`src/rtl/tes_pkg.sv`:
```
package tes_pkg;

    typedef enum logic [1:0] {
        ST_FLUSH = 2'd0,
        ST_BIT   = 2'd1,
        ST_BYTE  = 2'd2
    } tes_state_e;

    localparam logic [1:0] MODE_ASYNC    = 2'b00;
    localparam logic [1:0] MODE_BITSYNC  = 2'b01;
    localparam logic [1:0] MODE_BYTESYNC = 2'b10;

    // Bit 1 of the mode code selects the byte organisation.
    function automatic logic mode_is_byte(input logic [1:0] m);
        return m[1];
    endfunction

endpackage

```
`src/rtl/tes_ctrl.sv`:
```
module tes_ctrl
    import tes_pkg::*;
(
    input  logic       clk,
    input  logic       rst_n,
    input  logic [1:0] mode_i,
    output logic       flush_o,
    output logic       byte_mode_o
);

    tes_state_e state_q, state_d;
    logic [1:0] mode_q;
    logic       mode_moved;

    // State register.
    always_ff @(posedge clk) begin
        if (!rst_n) state_q <= ST_FLUSH;
        else        state_q <= state_d;
    end

    // The mode is latched only while flushing.
    always_ff @(posedge clk) begin
        if (!rst_n)                  mode_q <= MODE_ASYNC;
        else if (state_q == ST_FLUSH) mode_q <= mode_i;
    end

    assign mode_moved = (state_q != ST_FLUSH) && (mode_i != mode_q);

    // Next-state logic.
    always_comb begin
        state_d = state_q;
        unique case (state_q)
            ST_FLUSH: state_d = mode_is_byte(mode_i) ? ST_BYTE : ST_BIT;
            ST_BIT:   if (mode_moved) state_d = ST_FLUSH;
            ST_BYTE:  if (mode_moved) state_d = ST_FLUSH;
            default:  state_d = ST_FLUSH;
        endcase
    end

    // Outputs.
    always_comb begin
        flush_o     = 1'b0;
        byte_mode_o = 1'b0;
        unique case (state_q)
            ST_FLUSH: flush_o = 1'b1;
            ST_BIT:   flush_o = mode_moved;
            ST_BYTE: begin
                flush_o     = mode_moved;
                byte_mode_o = 1'b1;
            end
            default:  flush_o = 1'b1;
        endcase
    end

    // the flush state lasts exactly one cycle.
    p_flush_once_r7: assert property (@(posedge clk) disable iff (!rst_n)
        (state_q == ST_FLUSH) |=> (state_q != ST_FLUSH));

    // the byte organisation runs only under a latched byte mode.
    p_byte_state_r2: assert property (@(posedge clk) disable iff (!rst_n)
        (state_q == ST_BYTE) |-> mode_is_byte(mode_q));

endmodule

```
`src/rtl/tes_ptr.sv`:
```
module tes_ptr #(
    parameter int BIT_DEPTH  = 64,
    parameter int BYTE_DEPTH = 8,
    localparam int PW = $clog2(BIT_DEPTH),
    localparam int FW = $clog2(BIT_DEPTH + 1)
) (
    input  logic          clk,
    input  logic          rst_n,
    input  logic          flush_i,
    input  logic          byte_mode_i,
    input  logic          wr_en_i,
    input  logic          rd_en_i,
    input  logic [1:0]    clr_i,
    output logic [PW-1:0] wptr_o,
    output logic [PW-1:0] rptr_o,
    output logic [FW-1:0] fill_o,
    output logic          wr_go_o,
    output logic          rd_go_o,
    output logic          ovf_o,
    output logic          unf_o
);

    logic [PW-1:0] wptr_q, rptr_q, ptr_mask, half_p;
    logic [FW-1:0] fill_q, depth_f, half_f;
    logic          ovf_q, unf_q;
    logic          full, empty, ovf_ev, unf_ev, wr_go, rd_go;

    // The active organisation sets the depth and the recentre distance.
    assign depth_f  = byte_mode_i ? FW'(BYTE_DEPTH)     : FW'(BIT_DEPTH);
    assign half_f   = byte_mode_i ? FW'(BYTE_DEPTH / 2) : FW'(BIT_DEPTH / 2);
    assign half_p   = byte_mode_i ? PW'(BYTE_DEPTH / 2) : PW'(BIT_DEPTH / 2);
    assign ptr_mask = byte_mode_i ? PW'(BYTE_DEPTH - 1) : PW'(BIT_DEPTH - 1);

    assign full  = (fill_q == depth_f);
    assign empty = (fill_q == '0);

    // Event classification for the cycle.
    assign ovf_ev = !flush_i && wr_en_i && full && !rd_en_i;
    assign unf_ev = !flush_i && rd_en_i && empty;
    assign wr_go  = !flush_i && wr_en_i && !ovf_ev && !unf_ev;
    assign rd_go  = !flush_i && rd_en_i && !unf_ev;

    // Pointers and fill count.
    always_ff @(posedge clk) begin
        if (!rst_n || flush_i) begin
            wptr_q <= '0;
            rptr_q <= '0;
            fill_q <= '0;
        end else if (ovf_ev) begin
            rptr_q <= (wptr_q - half_p) & ptr_mask;
            fill_q <= half_f;
        end else if (unf_ev) begin
            wptr_q <= (rptr_q + half_p) & ptr_mask;
            fill_q <= half_f;
        end else begin
            if (wr_go) wptr_q <= (wptr_q + PW'(1)) & ptr_mask;
            if (rd_go) rptr_q <= (rptr_q + PW'(1)) & ptr_mask;
            if (wr_go && !rd_go)      fill_q <= fill_q + FW'(1);
            else if (rd_go && !wr_go) fill_q <= fill_q - FW'(1);
        end
    end

    // Sticky flags: a new event wins over a clear in the same cycle.
    always_ff @(posedge clk) begin
        if (!rst_n || flush_i) begin
            ovf_q <= 1'b0;
            unf_q <= 1'b0;
        end else begin
            if (ovf_ev)        ovf_q <= 1'b1;
            else if (clr_i[0]) ovf_q <= 1'b0;
            if (unf_ev)        unf_q <= 1'b1;
            else if (clr_i[1]) unf_q <= 1'b0;
        end
    end

    assign wptr_o  = wptr_q;
    assign rptr_o  = rptr_q;
    assign fill_o  = fill_q;
    assign wr_go_o = wr_go;
    assign rd_go_o = rd_go;
    assign ovf_o   = ovf_q;
    assign unf_o   = unf_q;

    // the fill never exceeds the depth of the active organisation.
    p_fill_limit_r5: assert property (@(posedge clk) disable iff (!rst_n)
        fill_q <= depth_f);

    // an accepted write alone raises the fill by one.
    p_fill_step_r5: assert property (@(posedge clk) disable iff (!rst_n)
        (wr_go && !rd_go) |=> (fill_q == $past(fill_q) + FW'(1)));

    // overflow sets the flag and recentres the fill.
    p_ovf_recentre_r3: assert property (@(posedge clk) disable iff (!rst_n)
        ovf_ev |=> (ovf_q && fill_q == $past(half_f)));

    // underflow sets the flag and recentres the fill.
    p_unf_recentre_r4: assert property (@(posedge clk) disable iff (!rst_n)
        unf_ev |=> (unf_q && fill_q == $past(half_f)));

    // the overflow flag holds until cleared.
    p_ovf_sticky_r6: assert property (@(posedge clk) disable iff (!rst_n)
        (ovf_q && !clr_i[0] && !flush_i) |=> ovf_q);

    // the underflow flag holds until cleared.
    p_unf_sticky_r6: assert property (@(posedge clk) disable iff (!rst_n)
        (unf_q && !clr_i[1] && !flush_i) |=> unf_q);

    // a flush empties the store and clears both flags.
    p_flush_clears_r7: assert property (@(posedge clk) disable iff (!rst_n)
        flush_i |=> (fill_q == '0 && !ovf_q && !unf_q));

endmodule

```
`src/rtl/tes_store.sv`:
```
module tes_store #(
    parameter int BIT_DEPTH = 64,
    parameter int BYTE_W    = 8,
    localparam int BYTE_DEPTH = BIT_DEPTH / BYTE_W,
    localparam int PW  = $clog2(BIT_DEPTH),
    localparam int BPW = $clog2(BYTE_DEPTH),
    localparam int LBW = $clog2(BYTE_W)
) (
    input  logic              clk,
    input  logic              rst_n,
    input  logic              flush_i,
    input  logic              byte_mode_i,
    input  logic              wr_go_i,
    input  logic              rd_go_i,
    input  logic [PW-1:0]     wptr_i,
    input  logic [PW-1:0]     rptr_i,
    input  logic              wr_bit_i,
    input  logic [BYTE_W-1:0] wr_byte_i,
    input  logic              wr_mark_i,
    output logic              rd_bit_o,
    output logic [BYTE_W-1:0] rd_byte_o,
    output logic              rd_mark_o
);

    logic [BIT_DEPTH-1:0]  cells;
    logic [BYTE_DEPTH-1:0] marks;
    logic [PW-1:0]         rd_base;
    logic                  rd_bit_q, rd_mark_q;
    logic [BYTE_W-1:0]     rd_byte_q;

    // Each cell is bit i of the serial FIFO. It is also lane i%BYTE_W
    // of byte entry i/BYTE_W.
    for (genvar i = 0; i < BIT_DEPTH; i++) begin : g_cell
        localparam int LANE = i % BYTE_W;
        localparam int ENT  = i / BYTE_W;
        logic hit, cell_q;
        assign hit = byte_mode_i ? (wptr_i[BPW-1:0] == BPW'(ENT))
                                 : (wptr_i == PW'(i));
        always_ff @(posedge clk) begin
            if (wr_go_i && hit)
                cell_q <= byte_mode_i ? wr_byte_i[LANE] : wr_bit_i;
        end
        assign cells[i] = cell_q;
    end

    // One marker bit per byte entry.
    for (genvar e = 0; e < BYTE_DEPTH; e++) begin : g_mark
        logic mark_q;
        always_ff @(posedge clk) begin
            if (wr_go_i && byte_mode_i && wptr_i[BPW-1:0] == BPW'(e))
                mark_q <= wr_mark_i;
        end
        assign marks[e] = mark_q;
    end

    assign rd_base = {rptr_i[BPW-1:0], {LBW{1'b0}}};

    // Registered read port, updated only by an accepted read.
    always_ff @(posedge clk) begin
        if (!rst_n || flush_i) begin
            rd_bit_q  <= 1'b0;
            rd_byte_q <= '0;
            rd_mark_q <= 1'b0;
        end else if (rd_go_i) begin
            if (byte_mode_i) begin
                rd_byte_q <= cells[rd_base +: BYTE_W];
                rd_mark_q <= marks[rptr_i[BPW-1:0]];
            end else begin
                rd_bit_q  <= cells[rptr_i];
            end
        end
    end

    assign rd_bit_o  = rd_bit_q;
    assign rd_byte_o = rd_byte_q;
    assign rd_mark_o = rd_mark_q;

    // without an accepted read or a flush the read port holds.
    p_rd_hold_r9: assert property (@(posedge clk) disable iff (!rst_n)
        (!rd_go_i && !flush_i) |=> ($stable(rd_bit_q) && $stable(rd_byte_q)
                                   && $stable(rd_mark_q)));

    // a flush zeroes the read port.
    p_rd_flush_r7: assert property (@(posedge clk) disable iff (!rst_n)
        flush_i |=> (!rd_bit_q && rd_byte_q == '0 && !rd_mark_q));

endmodule

```
`src/rtl/trib_elastic_store.sv`:
```
module trib_elastic_store
    import tes_pkg::*;
#(
    parameter int BIT_DEPTH = 64,
    parameter int BYTE_W    = 8,
    localparam int BYTE_DEPTH = BIT_DEPTH / BYTE_W,
    localparam int PW = $clog2(BIT_DEPTH),
    localparam int FW = $clog2(BIT_DEPTH + 1)
) (
    input  logic              clk,
    input  logic              rst_n,
    input  logic [1:0]        mode_i,
    input  logic              wr_en_i,
    input  logic              wr_bit_i,
    input  logic [BYTE_W-1:0] wr_byte_i,
    input  logic              wr_mark_i,
    input  logic              rd_en_i,
    input  logic [1:0]        clr_i,
    output logic              rd_bit_o,
    output logic [BYTE_W-1:0] rd_byte_o,
    output logic              rd_mark_o,
    output logic [FW-1:0]     fill_o,
    output logic              ovf_o,
    output logic              unf_o
);

    logic          flush, byte_mode, wr_go, rd_go;
    logic [PW-1:0] wptr, rptr;

    tes_ctrl u_ctrl (
        .clk         (clk),
        .rst_n       (rst_n),
        .mode_i      (mode_i),
        .flush_o     (flush),
        .byte_mode_o (byte_mode)
    );

    tes_ptr #(
        .BIT_DEPTH  (BIT_DEPTH),
        .BYTE_DEPTH (BYTE_DEPTH)
    ) u_ptr (
        .clk         (clk),
        .rst_n       (rst_n),
        .flush_i     (flush),
        .byte_mode_i (byte_mode),
        .wr_en_i     (wr_en_i),
        .rd_en_i     (rd_en_i),
        .clr_i       (clr_i),
        .wptr_o      (wptr),
        .rptr_o      (rptr),
        .fill_o      (fill_o),
        .wr_go_o     (wr_go),
        .rd_go_o     (rd_go),
        .ovf_o       (ovf_o),
        .unf_o       (unf_o)
    );

    tes_store #(
        .BIT_DEPTH (BIT_DEPTH),
        .BYTE_W    (BYTE_W)
    ) u_store (
        .clk         (clk),
        .rst_n       (rst_n),
        .flush_i     (flush),
        .byte_mode_i (byte_mode),
        .wr_go_i     (wr_go),
        .rd_go_i     (rd_go),
        .wptr_i      (wptr),
        .rptr_i      (rptr),
        .wr_bit_i    (wr_bit_i),
        .wr_byte_i   (wr_byte_i),
        .wr_mark_i   (wr_mark_i),
        .rd_bit_o    (rd_bit_o),
        .rd_byte_o   (rd_byte_o),
        .rd_mark_o   (rd_mark_o)
    );

    // enables arriving during a flush never reach the store.
    p_flush_blocks_r8: assert property (@(posedge clk) disable iff (!rst_n)
        flush |-> (!wr_go && !rd_go));

endmodule

```
`config.mk`:
```
export PLATFORM = sky130hd
export DESIGN_NAME = trib_elastic_store
export DESIGN_NICKNAME = d
export VERILOG_FILES = /design/src/rtl/tes_pkg.sv /design/src/rtl/tes_ctrl.sv /design/src/rtl/tes_ptr.sv /design/src/rtl/tes_store.sv /design/src/rtl/trib_elastic_store.sv
export SDC_FILE = /design/constraint.sdc
export NUM_CORES = 1
export LEC_CHECK = 0
export ABC_AREA = 1
export ABC_CLOCK_PERIOD_IN_PS = 3900
export BUFFER_PORTS_ARGS = -buffer_cell sky130_fd_sc_hd__buf_2
export CAP_MARGIN = 0
export CORE_MARGIN = 2
export CORE_UTILIZATION = 60
export CTS_CLUSTER_DIAMETER = 80
export CTS_CLUSTER_SIZE = 40
export DETAILED_ROUTE_END_ITERATION = 8
export GPL_ROUTABILITY_DRIVEN = 1
export GPL_TIMING_DRIVEN = 0
export PLACE_DENSITY = 0.79
export SYNTH_ARGS = -nofsm -noshare
export SYNTH_HDL_FRONTEND = slang
export SYNTH_SLANG_ARGS = --single-unit
```
`constraint.sdc`:
```
create_clock -name clk -period 3.9 [get_ports clk]
set_clock_uncertainty 0.05 [all_clocks]
set_input_delay 0 -clock clk [delete_from_list [all_inputs] [get_ports clk]]
set_output_delay 0 -clock clk [all_outputs]
set_load 0.01 [all_outputs]
```
==> results of run 1 <==
per-layer routing:
metal | vias up | GRT usage (%) | share of wire (%)
met3 | 94 | 9.16 | 11
met1 | 3053 | 49.8 | 37
met5 | - | 0 | 0
met2 | 491 | 65.3 | 46
met4 | 0 | 19.3 | 5.1
li1 | 2980 | - | -
Yosys cell counts (2+ instances only):
library cell / count
o21ai_0: 39
clkinv_1: 2
nand2_1: 219
a211oi_1: 2
buf_1: 4
nand2_2: 8
buf_4: 2
ha_1: 20
o21ai_1: 2
buf_2: 10
nor4_1: 3
nor2_2: 2
nor3_2: 4
nand3_1: 72
xor2_1: 12
xnor2_1: 6
dfxtp_1: 35
inv_1: 65
clkbuf_1: 26
o2111ai_1: 2
a21oi_1: 78
nand4_1: 10
o211a_1: 4
nor3_1: 12
a31oi_1: 5
nor2_1: 107
inv_2: 2
o21ai_2: 5
o211ai_1: 9
edfxtp_1: 72
worst max-delay path, delay by kind of cell, from the launching register on:
family	cells	cell delay, ns
buffers and inverters	7	0.83
AND/OR/NAND/NOR	11	1.20
AO/OA/AOI/OAI	2	0.38
adder cells (fa/ha/maj)	3	0.77
flip-flops	1	0.31
what timing repair did:
| item | CTS | global route |
|---|---|---|
| setup buffers | 0 | 1 |
| hold endpoints to repair | 30 | 0 |
| hold buffers | 10 | 0 |
| gates resized for setup | 0 | 5 |
| endpoints found under the setup margin | 0 | 3 |
layout make-up:
type / count / area (sq um)
Inverter: 70 / 265
Clock buffer: 9 / 124
Multi-Input combinational cell: 634 / 3230
Sequential cell: 107 / 2860
Tap cell: 140 / 175
Buffer: 43 / 189
Timing Repair Buffer: 47 / 288
Fill cell: 963 / 3560
Clock inverter: 7 / 57.6
cells by family (layout without fill, tap and decap cells):
group	after synthesis	after routing	synth area share, %
AO/OA/AOI/OAI	149	149	12.8
XOR/XNOR	18	18	2.42
adder cells (fa/ha/maj)	21	21	4.14
buffers and inverters	113	176	6.96
flip-flops	107	107	43.9
AND/OR/NAND/NOR	446	446	29.9
state kept, by name (all words and copies together), names as in the netlist, 2 cells and up:
name,flops
u_ptr.rptr_o,6
u_ctrl.mode_q,2
u_store.g_cell.cell_q,64
u_ctrl.state_q,2
u_store.rd_byte_o,8
u_ptr.fill_o,7
u_store.g_mark.mark_q,8
u_ptr.wptr_o,6
path summary, 6_finish.rpt:
path	from	endpoint
min	wr_byte_i[4]	u_store.g_cell[60].cell_q
min reg2reg	u_ptr.unf_o	u_ptr.unf_o
max	u_ctrl.state_q[0]	u_ptr.fill_o[5]
max reg2reg	u_ctrl.state_q[0]	u_ptr.fill_o[5]
cells in the final DEF (no fill, tap or decap), types with 2 or more instances in the layout:
master         synthesis  layout
a211oi_1               2       2
a21oi_1               78      77
a31oi_1                5       4
buf_1                  4       4
buf_2                 10      46
buf_4                  2       3
clkbuf_1              26      26
clkbuf_8               0       9
clkinv_1               2       3
dfxtp_1               35      35
dlygate4sd3_1          0      10
edfxtp_1              72      72
ha_1                  20      18
ha_2                   0       2
inv_1                 65      64
inv_2                  2       3
inv_6                  0       2
inv_8                  0       2
nand2_1              219     219
nand2_2                8       8
nand3_1               72      72
nand4_1               10      10
nor2_1               107     107
nor2_2                 2       2
nor3_1                12      12
nor3_2                 4       4
nor4_1                 3       3
o2111ai_1              2       2
o211a_1                4       4
o211ai_1               9       9
o21ai_0               39      39
o21ai_1                2       2
o21ai_2                5       5
xnor2_1                6       6
xor2_1                12      12
power groups by stage:
stage               sequential [mW]  combinational, mW  clock (mW)
detailed placement             1.34              0.904           0
global route                   1.32               1.05       0.709
floorplan                      1.33              0.642           0
finish                         1.32              0.973       0.674
global placement               1.34              0.874           0
CTS                            1.32              0.925       0.672
==> results.cfg, run 1 <==
[run_status]
status = completed

[floorplan]
die_w_um = 108
start_util_pct = 60.7
dieArea_sq_mm = 0.0117
rows = 38
ios = 37
core_area_sq_mm = 0.0107
die_y_um = 108

[synthesis]
async_reset_ff_share_pct = 0
synth_nets = 893
yosys_warnings = 0
synth_edf_count = 72
synth_cell_types = 45
yosys.area.top_type = edfxtp_1
ys_seq_elements = 107
synth_ff_type = edfxtp_1
syn_area_per_cell_sq_um = 7.64
syn_inst = 854
synthDominantCellAreaShare_pct = 33.1
ys_seq_area_share_pct = 43.9
synth_area_sq_mm = 0.00653
synthTopCellsByArea = edfxtp_1 (33%), nand2_1 (13%), dfxtp_1 (11%)

[pwr]
switchingPower_mw = 1.16
clockPowerShare_pct = 22.7
switching_share_pct = 39.2
seqPwrFrac_pct = 44.4
p_per_area_mw_per_mm2 = 412
p_int_mw = 1.80
p_leak_nw = 2.91
vdd_drop_max_mv = 0.379
power.total_mw = 2.96
combPwrFrac_pct = 32.8

[global_route]
first_global_vias = 6222
grt_start_max_net_pins = 20
grt_pass1_wl_um = 34000
antenna_found_initial = 0
track_usage_pct = 39.8
overflow = 0

[clocking]
h-tree-depth = 3
root_buffer = clkbuf_8
cts_tree = done
clockBufferDepth = 2
clk_pin_slew_ns = 0.10
insertion_delay_ns = 0.40
clkSinkCount = 107
cts_made_buffers = 9

[route]
wire_per_inst_um = 21.2
dr.pass1.iters = 7
vias = 6618
avgViaCountPerCell = 6.26
final_antenna_net_count = 0
drcViolationCount = 0
drt-initial-drc-count = 1215
postRouteWirelength_um = 22400

[sta]
max_slew_margin_pct = 33.8
finalSetupViolations = 0
drv_slew = 0
hold_viol_final = 0
clock.fmax_mhz = 274
setup_slack_ns = 0.252
tns_ns = 0
final.min_clock_period_ns = 3.65
rsz0062_at_grt = no
finalCritPeriodShare_pct = 93.6
worstMarginPinSlew_ns = 0.982
fin_hold_ws_ns = 0.00538

[layout]
postLayoutCellArea_sq_mm = 0.00719
fin_nets = 951
drive_gt1_share_pct = 10.8
diodes = 0
fin_cells = 1057
post-route-util_pct = 66.9
area_growth_pct = 10.1

[place]
dpl.cell_count = 1030
io_buffers = 36
dp_hpwl_um = 16500
placed_area_sq_mm = 0.00688
dp_slack_ns = 0.210
gp_congestion = 1.08

[critical_path]
crit_path_max_fanout = 10
r2r_cells = 23
required_ns = 4.15
reg2reg_setup_slack_ns = 0.25
crit_top_cell = nand2_1
crit_type = flip-flop to flip-flop
worstPathArrival_ns = 3.90
crit_path_cell_trace = inv_1, ha_1, buf_4, inv_4, a21oi_1, nand2_1, nor3_4, nand2_8, nand3_4, inv_2, buf_6, ha_2, inv_2, ha_2, a21o_1, nand2_1, nand3_1, nand2_1, nand2_1, nand4_1, nand3_1, nand2_1, inv_1
slowest_stage = ha_2
cp-start-kind = flip-flop
cp_slowest_stage_delay_ns = 0.33
end_kind = flip-flop

[min_path]
hp-class = input port to flip-flop
holdPathStages = 3

[run]
cap_violations = 0
(Power assumes the default switching activity.)
==> run 2, diff against run 1 <==
Settings changed: ABC_AREA 1 to default, CORE_UTILIZATION 60 to 41, PLACE_DENSITY 0.79 to 0.57.
==> run 2 against run 1 <==
  * Wire length is 10% lower
  * Global-route usage down 15 points
  * Clock-buffer cell count rose by 3
  * Power is 11% lower
  * Combinational power is 51% lower
  * Sequential share of layout area is 0.12 points lower
  * Register-to-register slack is essentially flat
  * Non-clock buffer count up 1
  * Utilization down 19 points
  * First-iteration DRC count shrank 25%
  * Critical path depth down 10
  * Sequential power down 5%
  * Critical endpoint is now u_ptr.fill_o[6]
==> results.cfg, run 2 <==
[floorplan]
start_util_pct = 42.0
rows = 45
ios = 37
die_y_um = 129
die_w_um = 129
core_area_sq_mm = 0.0152
dieArea_sq_mm = 0.0166

[synthesis]
syn_inst = 631
synth_area_sq_mm = 0.00638
yosys.area.top_type = edfxtp_1
synthTopCellsByArea = edfxtp_1 (34%), dfxtp_1 (11%), mux4_2 (9.2%)
ys_seq_elements = 107
yosys_warnings = 0
syn_area_per_cell_sq_um = 10.1
synthTopCellsByCount = nand2_1 (88), edfxtp_1 (72), nor2_1 (69)
synth_ff_type = edfxtp_1
synth_nets = 670
ys_seq_area_share_pct = 44.9
synthDominantCellAreaShare_pct = 33.9
async_reset_ff_share_pct = 0
yosysMostFrequentCell = nand2_1
synth_edf_count = 72
synth_cell_types = 59

[pwr]
p_per_area_mw_per_mm2 = 366
vdd_drop_max_mv = 0.230
power.total_mw = 2.64
p_leak_nw = 2.35

[global_route]
first_global_vias = 4979
grt_pass1_wl_um = 30000
overflow = 0
track_usage_pct = 24.9
grt_start_max_net_pins = 19
antenna_found_initial = 0

[layout]
fillers = 1451
top_register = u_store.g_cell.cell_q
largest_register_ffs = 64
drive_gt1_share_pct = 17.5
final_common_cell = nand2_1
most-common-layout-cells = nand2_1 (88), edfxtp_1 (72), nor2_1 (69)
fin_nets = 727
regArea_sq_mm = 0.00286
diodes = 0
area_growth_pct = 13.0
postLayoutCellArea_sq_mm = 0.00721
multi_input_area_sq_mm = 0.00326

[place]
gp_congestion = 0.951
dp_hpwl_um = 14400
placed_area_sq_mm = 0.00679
io_buffers = 36

[critical_path]
r2r_cells = 13
slowest_stage = or4_4
worstPathArrival_ns = 3.90
end_kind = flip-flop
crit_buf_inv = 2
r2r_end = u_ptr.fill_o[6]
crit_path_cell_trace = or4_4, nor4_4, nand4b_1, buf_4, ha_2, inv_2, ha_1, nor2b_1, o21ai_1, a21boi_0, or3_1, a31o_2, a21oi_1
timing.rr.start = u_ptr.fill_o[5]
crit_type = flip-flop to flip-flop
crit_path_max_fanout = 10
crit_family = simple AND/OR/NAND/NOR gates
cp_slowest_stage_delay_ns = 0.60
required_ns = 4.14
reg2reg_setup_slack_ns = 0.24
cp-start-kind = flip-flop

[sta]
finalSetupViolations = 0
drv_slew = 0
max_slew_margin_pct = 22.7
worstMarginPinSlew_ns = 1.15
hold_viol_final = 0
clock.fmax_mhz = 273
final.min_clock_period_ns = 3.66
rsz0062_at_grt = no
finalCritPeriodShare_pct = 93.9

[min_path]
holdPathStages = 3
hp-class = input port to flip-flop
hold_end = u_store.g_cell[45].cell_q
min_from = wr_byte_i[5]

[route]
drt-initial-drc-count = 906
drcViolationCount = 0
avgViaCountPerCell = 6.01
vias = 5292
dr.pass1.iters = 8
final_antenna_net_count = 0
postRouteWirelength_um = 20100
wire_per_inst_um = 22.8

[clocking]
clk_pin_slew_ns = 0.07
clkSinkCount = 107
insertion_delay_ns = 0.36
cts_made_buffers = 9
cts_tree = done
h-tree-depth = 3
clockBufferDepth = 2
root_buffer = clkbuf_16

[run_status]
status = completed

[run]
cap_violations = 0
## run 2: changes by cell type after synthesis, moves of 23 or more
cell     change
o21ai_0     -23
inv_1       -48
nand3_1     -53
nor2_1      -38
mux4_2      +26
nand2_1    -131
## run 2: worst max path at each step
stage / slack (ns) / startpoint / depth (start not counted) / end
after global placement: -0.46 / u_ctrl.state_q[0] / 16 / u_ptr.fill_o[6]
after CTS: 0.007 / u_ptr.fill_o[5] / 13 / u_ptr.fill_o[6]
after global routing: 0.02 / u_ptr.fill_o[5] / 13 / u_ptr.fill_o[6]
final: 0.24 / u_ptr.fill_o[5] / 13 / u_ptr.fill_o[6]
after detailed placement: -0.52 / u_ctrl.state_q[0] / 16 / u_ptr.fill_o[6]
after floorplan: 0.44 / u_ctrl.state_q[0] / 17 / u_ptr.fill_o[6]
## run 2: metrics by stage
step	std cells	utilization (%)	TNS (ns)	hold slack [ns]	setup WS, ns
6_report	881	47.4	0	0.0247	0.238
5_1_grt	881	47.4	0	0.0774	0.0150
4_1_cts	877	47.1	0	0.0201	0.00652
3_5_place_dp	855	44.7	-0.893	0.220	-0.517
3_3_place_gp	855	44.7	-0.739	0.216	-0.461
2_1_floorplan	631	-	0	0.0489	0.439
## run 2: area by class of cell
cell class,count,share of cell area (%)
plain buffers,44,3.00
clock buffers,12,3.56
clock inverters,4,0.469
inverters,17,0.937
multi-input cells,462,45.2
flip-flops and latches,107,39.7
well taps,188,3.26
repair buffers,47,3.85
## run 2: per-layer routing
metal,up-vias,share of wire (%),track usage (%)
met1,2555,43,35.4
li1,2411,-,-
met3,38,9.7,5.49
met2,288,44,36.8
met4,0,3.2,10.7
met5,-,0,0
## run 2: tightest hold or removal path: cells and delay by family
family | cells | cell delay (ns)
and+or+nand+nor | 2 | 0.20
buffers and inverters | 1 | 0.07
## run 2: power by group
group	internal [mW]	total [mW]	switching, mW
sequential	1.25	1.26	0.0129
combinational	0.155	0.478	0.323
clock	0.474	0.901	0.427
total	1.88	2.64	0.763
## run 2: repair_timing
item | 4_1_cts | 5_1_grt
endpoints found under the setup margin | 4 | 1
endpoints found under the hold margin | 14 | 0
pin swaps | 0 | 2
resized for setup | 6 | 6
cloned | 0 | 0
buffers inserted | 1 | 4
hold buffers | 6 | 0
## run 2: logic make-up after synthesis
group	count (synthesis)	synth area share, %
AOI/OAI and AO/OA	126	12.6
adders and majority gates	21	4.24
xor gates and xnor gates	16	2.20
muxes	54	13.7
DFF	107	44.9
buffers and inverters	62	4.39
and+or+nand+nor	245	18.0
==> run 3, diff against run 2 <==
Settings changed: SYNTH_HIERARCHICAL from default to 1.
==> run 3 against run 2 <==
  * Synthesized cell count up 2.1%
  * Largest cell class unchanged
  * Final cell count grew 4.5%
  * Largest power group unchanged
  * Synthesized area rose by 2.6%
  * Power grew 23%
  * Flip-flop and latch count unchanged
  * Global-route usage shrank 1.6 points
  * Via count up 2.7%
  * Non-clock buffer count shrank 5
  * Setup slack better by 0.013 ns
==> results.cfg, run 3 <==
[route]
dr.pass1.iters = 9
avgViaCountPerCell = 5.90
postRouteWirelength_um = 19000
wire_per_inst_um = 20.6
drt-initial-drc-count = 676
vias = 5436
final_antenna_net_count = 0
drcViolationCount = 0

[floorplan]
start_util_pct = 41.6
dieArea_sq_mm = 0.0170
rows = 46
die_y_um = 130
ios = 37
core_area_sq_mm = 0.0157
die_w_um = 130

[place]
placed_area_sq_mm = 0.00700
dpl.cell_count = 896
dp_hpwl_um = 14500
io_buffers = 36
gp_congestion = 0.968

[critical_path]
crit_path_cell_trace = inv_1, ha_4, a21oi_1, nand2b_4, or4b_4, nor3_4, a21oi_2, and2_4, ha_4, inv_4, ha_1, nor2b_2, o21a_1, o21ai_0, or3b_2, a21oi_1
required_ns = 4.14
end_kind = flip-flop
cp-start-kind = flip-flop
crit_type = flip-flop to flip-flop
slowest_stage = or4b_4
cp_slowest_stage_delay_ns = 0.53
crit_path_max_fanout = 8
worstPathArrival_ns = 3.89

[global_route]
overflow = 0
antenna_found_initial = 0
grt_pass1_wl_um = 29500
track_usage_pct = 23.4
first_global_vias = 5024
grt_start_max_net_pins = 21

[pwr]
vdd_drop_max_mv = 0.256
switchingPower_mw = 1.14
clockPowerShare_pct = 28.0
seqPwrFrac_pct = 41.3
p_int_mw = 2.10
combPwrFrac_pct = 30.7
p_leak_nw = 2.38
switching_share_pct = 35.2
power.total_mw = 3.24
p_per_area_mw_per_mm2 = 437

[layout]
largest_register_ffs = 64
drive_gt1_share_pct = 16.7
fin_nets = 734
fillers = 1478
fin_cells = 921
top_register = u_store/g_cell.cell_q
post-route-util_pct = 47.3
most-common-layout-cells = nor2_1 (84), a21oi_1 (73), edfxtp_1 (72)
postLayoutCellArea_sq_mm = 0.00742
final_common_cell = nor2_1
area_growth_pct = 13.5
diodes = 0

[synthesis]
yosys_warnings = 6
synth_area_sq_mm = 0.00654
ys_seq_area_share_pct = 43.7
synthDominantCellAreaShare_pct = 33.0
synthTopCellsByArea = edfxtp_1 (33%), dfxtp_1 (11%), mux4_2 (10%)
synth_edf_count = 72
yosysMostFrequentCell = nor2_1
syn_inst = 644
syn_area_per_cell_sq_um = 10.2
synth_cell_types = 73
synth_ff_type = edfxtp_1
yosys.area.top_type = edfxtp_1
ys_seq_elements = 107
synthTopCellsByCount = nor2_1 (84), a21oi_1 (74), edfxtp_1 (72)
async_reset_ff_share_pct = 0
synth_nets = 678

[clocking]
root_buffer = clkbuf_16
cts_tree = done
cts_made_buffers = 9
clockBufferDepth = 2
clkSinkCount = 107
h-tree-depth = 3
insertion_delay_ns = 0.36
clk_pin_slew_ns = 0.08

[sta]
rsz0062_at_grt = no
hold_viol_final = 0
tns_ns = 0
worstMarginPinSlew_ns = 0.706
max_slew_margin_pct = 53.0
drv_slew = 0
finalSetupViolations = 0
final.min_clock_period_ns = 3.65
clock.fmax_mhz = 274
finalCritPeriodShare_pct = 93.6

[run]
cap_violations = 0

[min_path]
hp-class = input port to flip-flop

[run_status]
status = completed
==> run 3: logic make-up after synthesis <==
group | count (synthesis) | share of synthesized area, %
xor+xnor | 13 | 1.74
flops | 107 | 43.7
simple gates | 249 | 18.2
buf+inv | 56 | 3.86
fa+ha+maj | 16 | 3.17
compound gates | 147 | 14.6
mux | 56 | 14.6
==> run 3: area by class of cell <==
type                            count  area (sq um)  area share, %
Inverter                           15          58.8          0.792
Tap cell                          216           270           3.64
Buffer                             40           191           2.58
Timing Repair Buffer               46           275           3.71
Clock inverter                      7          65.1          0.876
Multi-Input combinational cell    481          3480           46.8
Clock buffer                        9           225           3.03
Sequential cell                   107          2860           38.6
==> run 3: what timing repair did <==
action                                 in CTS  in global routing
resized for setup                           7                  5
pin swaps                                   1                  0
endpoints found under the hold margin      14                  0
setup endpoints to repair                   5                  3
hold buffers                                8                  0
buffers inserted                            1                  1
==> run 3: worst max-delay path: cells and delay by family (launching register included) <==
kind	cells	cell delay, ns
buf+inv	2	0.22
fa+ha+maj	3	0.64
simple gates	6	1.73
compound gates	5	0.60
flops	1	0.33
==> run 3: stage by stage <==
| step | hold slack (ns) | setup slack [ns] |
|---|---|---|
| 2_1_floorplan | 0.0489 | 0.0344 |
| 3_3_place_gp | 0.213 | -0.504 |
| 3_5_place_dp | 0.227 | -0.592 |
| 4_1_cts | 0.0765 | 0.0132 |
| 5_1_grt | 0.113 | 0.0622 |
| 6_report | 0.0814 | 0.251 |
==> run 3: per-layer routing <==
| layer | GRT usage (%) | vias up | wire length [um] |
|---|---|---|---|
| li1 | - | 2527 | - |
| met1 | 32.8 | 2626 | 8280 |
| met2 | 36.3 | 256 | 8840 |
| met3 | 5.00 | 27 | 1490 |
| met4 | 7.63 | 0 | 365 |
| met5 | 0 | - | 0 |
==> run 3: power by group through the flow <==
stage	Sequential [mW]	Clock, mW	Combinational (mW)
3_5_place_dp	1.36	0	0.914
2_1_floorplan	1.35	0	0.668
5_1_grt	1.34	0.981	1.09
6_report	1.34	0.909	0.995
3_3_place_gp	1.36	0	0.892
4_1_cts	1.34	0.932	0.950
==> run 3: final timing paths <==
kind / start / endpoint / slack, ns / depth (start not counted)
worst max register to register: u_ctrl/state_q[0] / u_ptr/fill_o[4] / 0.25 / 16
worst min register to register: u_ptr/ovf_o / u_ptr/ovf_o / 0.45 / 2
worst min-delay path: wr_byte_i[2] / u_store/g_cell[2].cell_q / 0.08 / 3
worst max-delay path: u_ctrl/state_q[0] / u_ptr/fill_o[4] / 0.25 / 16
